File: config.mk
export PLATFORM = sky130hd
export DESIGN_NAME = alc_engine
export DESIGN_NICKNAME = d
export VERILOG_FILES = /design/src/rtl/alc_pkg.sv /design/src/rtl/alc_level_detect.sv /design/src/rtl/alc_coef_rom.sv /design/src/rtl/alc_gain_ctrl.sv /design/src/rtl/alc_gain_apply.sv /design/src/rtl/alc_engine.sv
export SDC_FILE = /design/constraint.sdc
export NUM_CORES = 1
export LEC_CHECK = 0
export BUFFER_PORTS_ARGS = -buffer_cell sky130_fd_sc_hd__buf_2
export CAP_MARGIN = 10
export CORE_ASPECT_RATIO = 0.6
export CORE_MARGIN = 10
export CORE_UTILIZATION = 55
export DETAILED_ROUTE_END_ITERATION = 12
export PLACE_DENSITY = 0.76
export SYNTH_ARGS = -nofsm -noshare
export SYNTH_HDL_FRONTEND = slang
export SYNTH_SLANG_ARGS = --single-unit
File: constraint.sdc
create_clock -name clk -period 8.4 [get_ports clk]
set_clock_uncertainty 0.1 [all_clocks]
set_input_delay 0 -clock clk [delete_from_list [all_inputs] [get_ports clk]]
set_output_delay 0 -clock clk [all_outputs]
set_load 0.01 [all_outputs]
File: src/rtl/alc_pkg.sv
package alc_pkg;

   typedef enum logic {
      REC_NORMAL  = 1'b0,
      REC_LIMITED = 1'b1
   } rec_mode_e;

   // -0.5 dB expressed as a linear ratio, 10^(-1/40)
   localparam real STEP_RATIO = 0.944060876285923;

   // Coefficient for attenuation index k, unity scaled to 2^frac
   function automatic int unsigned coef_of(input int k, input int frac);
      real c;
      c = 1.0;
      for (int i = 0; i < frac; i++) c = c * 2.0;
      for (int i = 0; i < k; i++) c = c * STEP_RATIO;
      return int'($rtoi(c + 0.5));
   endfunction

endpackage

File: src/rtl/alc_level_detect.sv
module alc_level_detect #(
   parameter int SAMPLE_W = 16
) (
   input  logic signed [SAMPLE_W-1:0] smp,
   input  logic        [SAMPLE_W-1:0] thresh,
   output logic        [SAMPLE_W-1:0] mag,
   output logic                       loud
);
   if (SAMPLE_W < 4) begin : g_bad_w
      $error("alc_level_detect: SAMPLE_W must be at least 4");
   end

   // Two's complement magnitude; the most negative value maps to 2^(W-1)
   always_comb begin
      if (smp[SAMPLE_W-1]) mag = ~smp + 1'b1;
      else                 mag = smp;
   end

   assign loud = mag > thresh;

endmodule

File: src/rtl/alc_coef_rom.sv
module alc_coef_rom #(
   parameter int ATTN_W = 6,
   parameter int COEF_W = 16
) (
   input  logic [ATTN_W-1:0] idx,
   output logic [COEF_W-1:0] coef
);
   localparam int DEPTH = 1 << ATTN_W;
   localparam int FRAC  = COEF_W - 1;

   if (ATTN_W < 1 || ATTN_W > 9) begin : g_bad_a
      $error("alc_coef_rom: ATTN_W out of range 1..9");
   end
   if (COEF_W < 8 || COEF_W > 24) begin : g_bad_c
      $error("alc_coef_rom: COEF_W out of range 8..24");
   end

   logic [COEF_W-1:0] tbl [DEPTH];

   for (genvar k = 0; k < DEPTH; k++) begin : g_ent
      localparam int unsigned CVAL = alc_pkg::coef_of(k, FRAC);
      assign tbl[k] = CVAL[COEF_W-1:0];
   end

   assign coef = tbl[idx];

endmodule

File: src/rtl/alc_gain_ctrl.sv
module alc_gain_ctrl #(
   parameter int TIME_W = 12,
   parameter int ATTN_W = 6
) (
   input  logic              clk,
   input  logic              rst_n,
   input  logic              enable,
   input  logic              smp_valid,
   input  logic              loud,
   input  logic              rec_limited,
   input  logic [TIME_W-1:0] atk_time,
   input  logic [TIME_W-1:0] rec_time,
   input  logic [ATTN_W-1:0] rec_limit,
   output logic [ATTN_W-1:0] attn
);
   import alc_pkg::*;

   localparam logic [ATTN_W-1:0] ATTN_TOP = '1;
   localparam logic [TIME_W:0]   ONE_W    = {{TIME_W{1'b0}}, 1'b1};

   if (TIME_W < 2) begin : g_bad_t
      $error("alc_gain_ctrl: TIME_W must be at least 2");
   end

   logic [ATTN_W-1:0] attn_q, attn_n;
   logic [TIME_W-1:0] hold_q, hold_n;
   logic [TIME_W-1:0] rec_q, rec_n;
   logic [ATTN_W-1:0] step_q, step_n;
   rec_mode_e         mode;
   logic [TIME_W:0]   rec_target;
   logic              rec_blocked;
   logic              rec_done;
   logic              holding;

   assign mode        = rec_mode_e'(rec_limited);
   assign holding     = hold_q != '0;
   assign rec_target  = (rec_time == '0) ? ONE_W : {1'b0, rec_time};
   assign rec_done    = ({1'b0, rec_q} + ONE_W) >= rec_target;
   assign rec_blocked = (attn_q == '0) ||
                        ((mode == REC_LIMITED) && (step_q >= rec_limit));

   always_comb begin
      attn_n = attn_q;
      hold_n = hold_q;
      rec_n  = rec_q;
      step_n = step_q;
      if (!enable) begin
         attn_n = '0;
         hold_n = '0;
         rec_n  = '0;
         step_n = '0;
      end else if (smp_valid) begin
         if (holding) begin
            hold_n = hold_q - 1'b1;
         end else if (loud) begin
            if (attn_q != ATTN_TOP) attn_n = attn_q + 1'b1;
            hold_n = atk_time;
            rec_n  = '0;
         end else if (rec_blocked) begin
            rec_n = '0;
         end else if (rec_done) begin
            attn_n = attn_q - 1'b1;
            rec_n  = '0;
            if (step_q != ATTN_TOP) step_n = step_q + 1'b1;
         end else begin
            rec_n = rec_q + 1'b1;
         end
         if (attn_n == '0) step_n = '0;
      end
   end

   always_ff @(posedge clk or negedge rst_n) begin
      if (!rst_n) begin
         attn_q <= '0;
         hold_q <= '0;
         rec_q  <= '0;
         step_q <= '0;
      end else begin
         attn_q <= attn_n;
         hold_q <= hold_n;
         rec_q  <= rec_n;
         step_q <= step_n;
      end
   end

   assign attn = attn_q;

   // one step at most per clock
   p_one_step_r2: assert property (@(posedge clk) disable iff (!rst_n)
      enable |=> (attn_q == $past(attn_q)) ||
                 (32'(attn_q) == 32'($past(attn_q)) + 1) ||
                 (32'(attn_q) + 1 == 32'($past(attn_q))));

   // the index is frozen while the hold counter runs
   p_hold_frozen_r3: assert property (@(posedge clk) disable iff (!rst_n)
      (enable && holding) |=> $stable(attn_q));

   // no strobe, no change
   p_idle_stable_r11: assert property (@(posedge clk) disable iff (!rst_n)
      (enable && !smp_valid) |=> $stable(attn_q));

   // disable forces unity
   p_off_unity_r8: assert property (@(posedge clk) disable iff (!rst_n)
      !enable |=> attn_q == '0);

   // spent budget in limited mode blocks recovery
   p_limit_holds_r7: assert property (@(posedge clk) disable iff (!rst_n)
      (enable && mode == REC_LIMITED && step_q >= rec_limit && !loud)
      |=> attn_q == $past(attn_q));

endmodule

File: src/rtl/alc_gain_apply.sv
module alc_gain_apply #(
   parameter int SAMPLE_W      = 16,
   parameter int COEF_W        = 16,
   parameter bit ROUND_NEAREST = 1'b1
) (
   input  logic                       clk,
   input  logic                       rst_n,
   input  logic                       in_valid,
   input  logic signed [SAMPLE_W-1:0] in_sample,
   input  logic        [COEF_W-1:0]   coef,
   input  logic                       bypass,
   output logic                       out_valid,
   output logic signed [SAMPLE_W-1:0] out_sample
);
   localparam int FRAC = COEF_W - 1;
   localparam int PW   = SAMPLE_W + COEF_W + 1;
   localparam logic signed [PW-1:0] SMAX =
      {{(PW-SAMPLE_W+1){1'b0}}, {(SAMPLE_W-1){1'b1}}};
   localparam logic signed [PW-1:0] SMIN =
      {{(PW-SAMPLE_W+1){1'b1}}, {(SAMPLE_W-1){1'b0}}};

   logic signed [PW-1:0]       prod;
   logic signed [PW-1:0]       biased;
   logic signed [PW-1:0]       scaled;
   logic signed [SAMPLE_W-1:0] sat;

   assign prod = PW'(in_sample) * PW'($signed({1'b0, coef}));

   if (ROUND_NEAREST) begin : g_round
      localparam logic signed [PW-1:0] HALF =
         {{(PW-1){1'b0}}, 1'b1} << (FRAC - 1);
      assign biased = prod + HALF;
   end else begin : g_trunc
      assign biased = prod;
   end

   assign scaled = biased >>> FRAC;

   always_comb begin
      if (scaled > SMAX)      sat = SMAX[SAMPLE_W-1:0];
      else if (scaled < SMIN) sat = SMIN[SAMPLE_W-1:0];
      else                    sat = scaled[SAMPLE_W-1:0];
   end

   always_ff @(posedge clk or negedge rst_n) begin
      if (!rst_n) begin
         out_valid  <= 1'b0;
         out_sample <= '0;
      end else begin
         out_valid <= in_valid;
         if (in_valid) out_sample <= bypass ? in_sample : sat;
      end
   end

   function automatic logic [SAMPLE_W:0] absv(input logic signed [SAMPLE_W-1:0] v);
      return v[SAMPLE_W-1] ? (SAMPLE_W+1)'(-(SAMPLE_W+1)'(v)) : (SAMPLE_W+1)'(v);
   endfunction

   // strobe latency of one cycle
   p_strobe_lat_r9: assert property (@(posedge clk) disable iff (!rst_n)
      in_valid |=> out_valid);
   p_strobe_gap_r9: assert property (@(posedge clk) disable iff (!rst_n)
      !in_valid |=> !out_valid);

   // attenuation never amplifies
   p_no_growth_r9: assert property (@(posedge clk) disable iff (!rst_n)
      in_valid |=> absv(out_sample) <= absv($past(in_sample)));

endmodule

File: src/rtl/alc_engine.sv
module alc_engine #(
   parameter int SAMPLE_W      = 16,
   parameter int TIME_W        = 12,
   parameter int ATTN_W        = 6,
   parameter int COEF_W        = 16,
   parameter bit ROUND_NEAREST = 1'b1
) (
   input  logic                       clk,
   input  logic                       rst_n,
   input  logic                       enable,
   input  logic                       rec_limited,
   input  logic        [SAMPLE_W-1:0] thresh,
   input  logic        [TIME_W-1:0]   atk_time,
   input  logic        [TIME_W-1:0]   rec_time,
   input  logic        [ATTN_W-1:0]   rec_limit,
   input  logic                       in_valid,
   input  logic signed [SAMPLE_W-1:0] in_sample,
   output logic        [ATTN_W-1:0]   attn_idx,
   output logic                       out_valid,
   output logic signed [SAMPLE_W-1:0] out_sample
);
   logic [SAMPLE_W-1:0] mag;
   logic                loud;
   logic [COEF_W-1:0]   coef;

   alc_level_detect #(.SAMPLE_W(SAMPLE_W)) u_det (
      .smp    (in_sample),
      .thresh (thresh),
      .mag    (mag),
      .loud   (loud)
   );

   alc_gain_ctrl #(.TIME_W(TIME_W), .ATTN_W(ATTN_W)) u_ctrl (
      .clk         (clk),
      .rst_n       (rst_n),
      .enable      (enable),
      .smp_valid   (in_valid),
      .loud        (loud),
      .rec_limited (rec_limited),
      .atk_time    (atk_time),
      .rec_time    (rec_time),
      .rec_limit   (rec_limit),
      .attn        (attn_idx)
   );

   alc_coef_rom #(.ATTN_W(ATTN_W), .COEF_W(COEF_W)) u_rom (
      .idx  (attn_idx),
      .coef (coef)
   );

   alc_gain_apply #(
      .SAMPLE_W(SAMPLE_W), .COEF_W(COEF_W), .ROUND_NEAREST(ROUND_NEAREST)
   ) u_apply (
      .clk        (clk),
      .rst_n      (rst_n),
      .in_valid   (in_valid),
      .in_sample  (in_sample),
      .coef       (coef),
      .bypass     (!enable),
      .out_valid  (out_valid),
      .out_sample (out_sample)
   );

   // the most negative code is always loud unless thresh covers 2^(W-1)
   p_negmax_loud_r10: assert property (@(posedge clk) disable iff (!rst_n)
      (in_sample == {1'b1, {(SAMPLE_W-1){1'b0}}} &&
       thresh == {1'b0, {(SAMPLE_W-1){1'b1}}}) |-> (loud && mag[SAMPLE_W-1]));

   // bypass passes the sample through unchanged
   p_bypass_r8: assert property (@(posedge clk) disable iff (!rst_n)
      (!enable && in_valid) |=> out_sample == $past(in_sample));

endmodule

Word level (Yosys, flattened, before mapping)
Memory sizes are Yosys's and may differ from the RTL's.
Index checks and enable logic that the tools add are counted.
Storage, ports and cells
  register bits: 53
  bits in read-only memories: 1024
  input port bits: 67
  output and inout port bits: 23
  memories kept: 1
Cells by class
  add/subtract/negate cells: 8
  multipliers: 1
  order comparisons: 6
  equal/unequal tests: 10
  mux-type cells: 34
  bitwise logic cells: 2
  reduce and logical (&&, ||, !) cells: 9
Memories
  (no name shown): depth 64, width 16, read ports 1, clocked after memory_dff 0, write ports 0, RTL line alc_coef_rom.sv:25  | assign coef = tbl[idx];
Operators by type and width (count)
  12-bit 2-to-1 mux: 11
  6-bit 2-to-1 mux: 17
  16-bit 2-to-1 mux: 6
  33-bit by 16-bit adder with 33-bit output (second input constant): 1
  16-bit by 17-bit multiplier with 33-bit output: 1
  18-bit by 16-bit > comparator with 1-bit output (second input constant): 1
  18-bit by 16-bit less-than comparator with 1-bit output (second input constant): 1
  16-bit by 1-bit adder with 16-bit output (second input constant): 1
  16-bit > comparator: 1
  16-bit inverter: 1
  12-bit by 1-bit adder with 13-bit output (second input constant): 1
  13-bit greater-or-equal comparator: 1
  12-bit by 1-bit adder with 12-bit output (second input constant): 1
  6-bit by 1-bit adder with 6-bit output (second input constant): 2
  12-bit logical NOT: 1
  6-bit logical NOT: 2
  6-bit != test (second input constant): 2
  12-bit nonzero test: 1
  12-bit by 1-bit subtractor with 12-bit output (second input constant): 1
  3-bit by 1-bit != test with 1-bit output (second input constant): 3
  7-bit greater-or-equal comparator (second input constant): 1
  6-bit inverter with 7-bit output: 1
  6-bit greater-or-equal comparator: 1
  3-bit != test (second input constant): 2
  other kinds (8): 9

Logic depth before layout (Yosys ltp)
  depth after elaboration: 13
  gate-level depth with buffers: 36
  mapped depth without buffers: 32

Modules after synthesis
A second synthesis with hierarchy kept.
Unflattened totals
  cells, all modules: 1766
  area total of the unflattened synthesis: 14689.1 µm²
By module, submodules not included
  alc_gain_apply: instances 1, cells an instance 1069, area an instance 9450.3 µm², seq. area each 425.4 µm²
  alc_gain_ctrl: instances 1, cells an instance 378, area an instance 3020.4 µm², seq. area each 900.9 µm²
  alc_coef_rom: instances 1, cells an instance 220, area an instance 1508.9 µm², seq. area each 0.0 µm²
  alc_level_detect: instances 1, cells an instance 98, area an instance 705.7 µm², seq. area each 0.0 µm²
  alc_engine: instances 1, cells an instance 1, area an instance 3.8 µm², seq. area each 0.0 µm²

Least setup slack after synthesis
Ideal clock, no wire load.
  kind: flip-flop to flip-flop
  start point: register u_ctrl.attn_q[0], in the netlist u_ctrl.attn[0]
  end point: register u_apply.out_sample[9]
  arrival: 8.111 ns
  required time: 8.174 ns
  slack: 0.063 ns
  cell stages (with the launch flop): 37
  buffers on the path: 5
  cell sequence: dfrtp_1 buf_2 inv_2 ha_1 clkbuf_1 nor2_1 a21oi_1 a21oi_1 nand2_1 a21oi_1 a21oi_1 clkbuf_1 nand2_1 fa_1 inv_1 fa_1 inv_1 fa_1 inv_1 fa_1 fa_1 inv_1 fa_1 inv_1 ha_1 clkbuf_1 a21oi_1 o21ai_0 a221oi_1 nand2_1 a211o_1 a31oi_2 mux2i_1 nor3b_2 clkbuf_1 nand2b_1 a21oi_1
Between the ends
  word-level cells in the longest chain between the ends: 10
  elaborated cells on any way between the ends: 11
  those cells by class: add/sub (1); mul (1); order compare (2); mux (5); bitwise (1); memory (1)
Ends and longest elaborated chain
  start, declared: RTL line alc_gain_ctrl.sv:25  | logic [ATTN_W-1:0] attn_q, attn_n;
  start signal, assigned: RTL line alc_gain_ctrl.sv:79  | attn_q <= attn_n;
  6-bit inverter with 7-bit output (implied by the code) (*): RTL line alc_coef_rom.sv:25
  memory read 64 x 16 bit (*)
  16-bit 2-to-1 mux (implied by the code) (*) (2 in a row): RTL line alc_coef_rom.sv:25
  16-bit by 17-bit multiplier with 33-bit output (*): RTL line alc_gain_apply.sv:27  | assign prod = PW'(in_sample) * PW'($signed({1'b0, coef}));
  33-bit by 16-bit adder with 33-bit output (*): RTL line alc_gain_apply.sv:32  | assign biased = prod + HALF;
  18-bit by 16-bit less-than comparator with 1-bit output: RTL line alc_gain_apply.sv:41  | else if (scaled < SMIN) sat = SMIN[SAMPLE_W-1:0];
  16-bit 2-to-1 mux: RTL line alc_gain_apply.sv:41
  16-bit 2-to-1 mux (*): RTL line alc_gain_apply.sv:40  | if (scaled > SMAX) sat = SMAX[SAMPLE_W-1:0];
  16-bit 2-to-1 mux (*): RTL line alc_gain_apply.sv:51  | if (in_valid) out_sample <= bypass ? in_sample : sat;
  end signal, assigned: RTL line alc_gain_apply.sv:51
  end, declared: RTL line alc_gain_apply.sv:13  | output logic signed [SAMPLE_W-1:0] out_sample
Mark *: on every way between the ends. The rest lies on a longest branch, timed or not. The select of a mux whose other input is x is not followed.
A chain may end at the register's enable or synchronous reset.

Worst setup path in the final report
  start point: register u_ctrl.attn_q[1], in the netlist u_ctrl.attn[1]
  end point: register u_apply.out_sample[0]
Same word-level chain as after synthesis.

==> impl_results.md <==
* Min-delay src: atk_time[11]
* Leading cell types in the layout, fill and taps excluded: 297 x inv_1, 200 x nand2_1, 187 x fa_1
* Final core occ at 65.20%
* P_leak at 8.425 nW
* Sequential-to-total area share from yosys stat at 9.008%
* Worst vdd ir at 0.4316 mV
* CORE AREA at 0.02636 sq mm
* Crit path kind: reg -> reg
* Logic gate share of total power at 87.6%
* MaxCap Viol Count at 0
* Multi-input logic area at 0.01226 sq mm
* Status: finished clean
* Starting density of the core at 55.85%
* Post-synthesis instance total at 1,820
* Sequential share of power at 7.6%
* Fin. max-slew vios at 0
* Worst path arrival time at 8.31 ns
* Critical path startpoint category: register
* Worst min path class: in -> reg
* CTS clk-pin slew, worst paths at 0.08 ns
* Die outline height at 146.7 um
* Max incr delay on CP at 0.60 ns
* First-pass GRT wire length at 77,630 um
* Register-to-register setup slack at 0.19 ns
* Gp weighted congestion at 0.9674
* Vias in the first global route at 14.28k
* Post-route setup TNS at 0 ns
* Sw frac at 52.93%
* Hold Fails Final Rpt at 0
* Die area at 0.03393 sq mm
* Via Count at 14.08k
* R2r worst-path depth at 31
* Clk Tree Root Cell: clkbuf_16
* Worst Path Buf+Inv at 9
* Post-DR wirelength/cell at 20.63 um
* # DRC at 0
* CP top delay family: adder cells
* Top FF cell, synth: dfrtp_1
* Clock share of power at 4.8%
* Largest net degree at the start of global routing at 54
* Ratio of final minimum period to clock period at 97.79%
* ANT nets after route at 0
* Initial antenna violation count at 2
* Num ports at 90
* Mapped cell area at 0.01472 sq mm
* DR pass1 iterations at 5
* Htree depth at 2
* Sink Count at 53
* GRT Util Overall at 28.39%
* GRT overflow at 0
* Port Buffers at 89
* Post-synth EDFFs at 0
* Worst hold path depth at 4
* Switching pwr at 2.601 mW
* Hold Crit Endpoint: u_ctrl.hold_q[11]$_DFFE_PN0P_
* Row cnt at 46
* Nets@finish at 2,404
* Filler instances at 2,269
* Post-detail-place hpwl at 37,790 um
* Most common cell after layout, fill and taps aside: inv_1
* Via density at 6.026
* Mean Syn Cell Area at 8.089 sq um
* Post-synth cell types at 81
* Area Growth Syn to Fin at 16.74%
* PwrDens at 285.9 mW/mm^2
* CP max stage cell: mux4_2
* WP data required at 8.49 ns
* Clk_lat worst skew at 0.31 ns
* Fin crit period at 8.215 ns
* Clk buf depth at 2
* Syn_nets at 2,250
* Dominant cell type by area after synthesis: fa_1
* Synth warnings at 0
* Top post-synthesis cells by area: fa_1 26%, ha_1 14%, dfrtp_1 9.0%
* Peak Freq at 121.7 MHz
* Top cell type's share of synthesized area at 26.38%
* Num CTS Buffers at 5
* RR Startpoint: u_ctrl.attn[1]$_DFFE_PN0N_
* Die W at 231.2 um
* RR Endpoint: u_apply.out_sample[0]$_DFFE_PN0P_
* Most frequent cell on the critical path: buf_4
* CTS tree: done
* FF+latch area at 0.001329 sq mm
* #FFs+latches synth at 53
* DRT iter0 DRCs at 1,663
* Final Power at 4.914 mW
* Slew margin rel. at 45.76%
* Setup-failing EPs final at 0
* Crit. End Element: register
* Async set-or-reset flop fraction in the synthesized netlist at 100.0%
* Internal power at 2.313 mW
* Max Fanout on Critical Path at 7
* Worst slew pin tran at 0.8100 ns
* WL final at 48,190 um
* Share of layout cells above drive strength 1 at 17.37%
-- layer usage --
| metal | track usage, % | share of wire (%) | wire length [um] |
|---|---|---|---|
| met2 | 42.55 | 44 | 20990 |
| met3 | 7.385 | 11 | 5433 |
| met1 | 40.29 | 43 | 20880 |
| met4 | 5.994 | 1.8 | 867 |
| met5 | 0 | 0.027 | 13 |
-- power groups by stage --
stage                     Sequential (mW)  Combinational (mW)  Clock [mW]
after floorplan                     0.370                2.55           0
after global routing                0.381                4.78       0.244
final                               0.374                4.30       0.235
after CTS                           0.371                4.05       0.235
after global placement              0.373                3.88           0
after detailed placement            0.375                3.95           0
-- metrics by stage --
step                setup slack [ns]  instances  hold WS, ns  instance area, sq um
floorplan                    0.06301       1820      -0.3956                 14720
global placement             -0.1948       2298      0.08769                 16330
detailed placement           -0.5347       2298      0.09411                 16330
CTS                          0.01284       2319      0.04165                 16710
global route                -0.06379       2336      0.09054                 17190
finish                        0.1854       2336      0.04336                 17190
-- final cells by class --
type / count / area share, %
Multi-Input combinational cell: 1360 / 71.33
Timing Repair Buffer: 251 / 10.70
Sequential cell: 53 / 7.731
Inverter: 303 / 6.675
Tap cell: 360 / 2.621
Clock buffer: 5 / 0.7280
Clock inverter: 3 / 0.1965
Antenna cell: 1 / 0.01456
-- cell usage after synthesis (26+ instances only) --
| cell | count |
|---|---|
| a21oi_1 | 85 |
| and2_1 | 111 |
| clkbuf_1 | 86 |
| dfrtp_1 | 53 |
| fa_1 | 194 |
| ha_1 | 169 |
| inv_1 | 299 |
| nand2_1 | 203 |
| nand2b_1 | 35 |
| nand3_1 | 30 |
| nor2_1 | 74 |
| o21ai_0 | 83 |
| or3_1 | 26 |
| xnor2_1 | 37 |
-- worst max path at each step --
stage,startpoint,slack [ns],cells past startpoint,end
6_report,u_ctrl.attn[1]$_DFFE_PN0N_,0.19,31,u_apply.out_sample[0]$_DFFE_PN0P_
5_1_grt,u_ctrl.attn[0]$_DFFE_PN0N_,-0.06,34,u_apply.out_sample[1]$_DFFE_PN0P_
4_1_cts,u_ctrl.attn[1]$_DFFE_PN0N_,0.01,30,u_apply.out_sample[2]$_DFFE_PN0P_
3_5_place_dp,u_ctrl.attn[1]$_DFFE_PN0N_,-0.53,30,u_apply.out_sample[3]$_DFFE_PN0P_
3_3_place_gp,u_ctrl.attn[1]$_DFFE_PN0N_,-0.19,30,u_apply.out_sample[0]$_DFFE_PN0P_
2_1_floorplan,u_ctrl.attn[0]$_DFFE_PN0N_,0.06,36,u_apply.out_sample[9]$_DFFE_PN0P_
-- worst reg2reg max path, delay by kind of cell (launching register included) --
family / cells / cell delay, ns
AND/OR/NAND/NOR: 4 / 0.49
flip-flops: 1 / 0.42
multiplexers: 2 / 0.88
AO/OA/AOI/OAI: 8 / 1.45
buffers and inverters: 9 / 1.38
adder cells (fa/ha/maj): 8 / 3.37
-- timing repair --
action                     in CTS  in global routing
gates cloned                    1                  0
setup endpoints to repair      16                 16
hold buffers                    9                  0
gates resized for setup        17                 74
hold endpoints to repair       61                  0
pin swaps                       4                 39
buffers inserted                3                 16
-- registers in the layout, summed over array words and instances (netlist names) --
register	flops
u_ctrl.step_q	6
u_apply.out_sample	16
u_ctrl.rec_q	12
u_apply.out_valid	1
u_ctrl.attn	6
u_ctrl.hold_q	12
-- cell families after synthesis --
group / Yosys count / synth area share [%]
buffers and inverters: 408 / 10.54
multiplexers: 12 / 1.045
XOR/XNOR: 45 / 2.677
adder cells (fa/ha/maj): 363 / 40.74
AND/OR/NAND/NOR: 590 / 20.44
flip-flops: 53 / 9.008
AO/OA/AOI/OAI: 349 / 15.55
(Power assumes the default switching activity.)
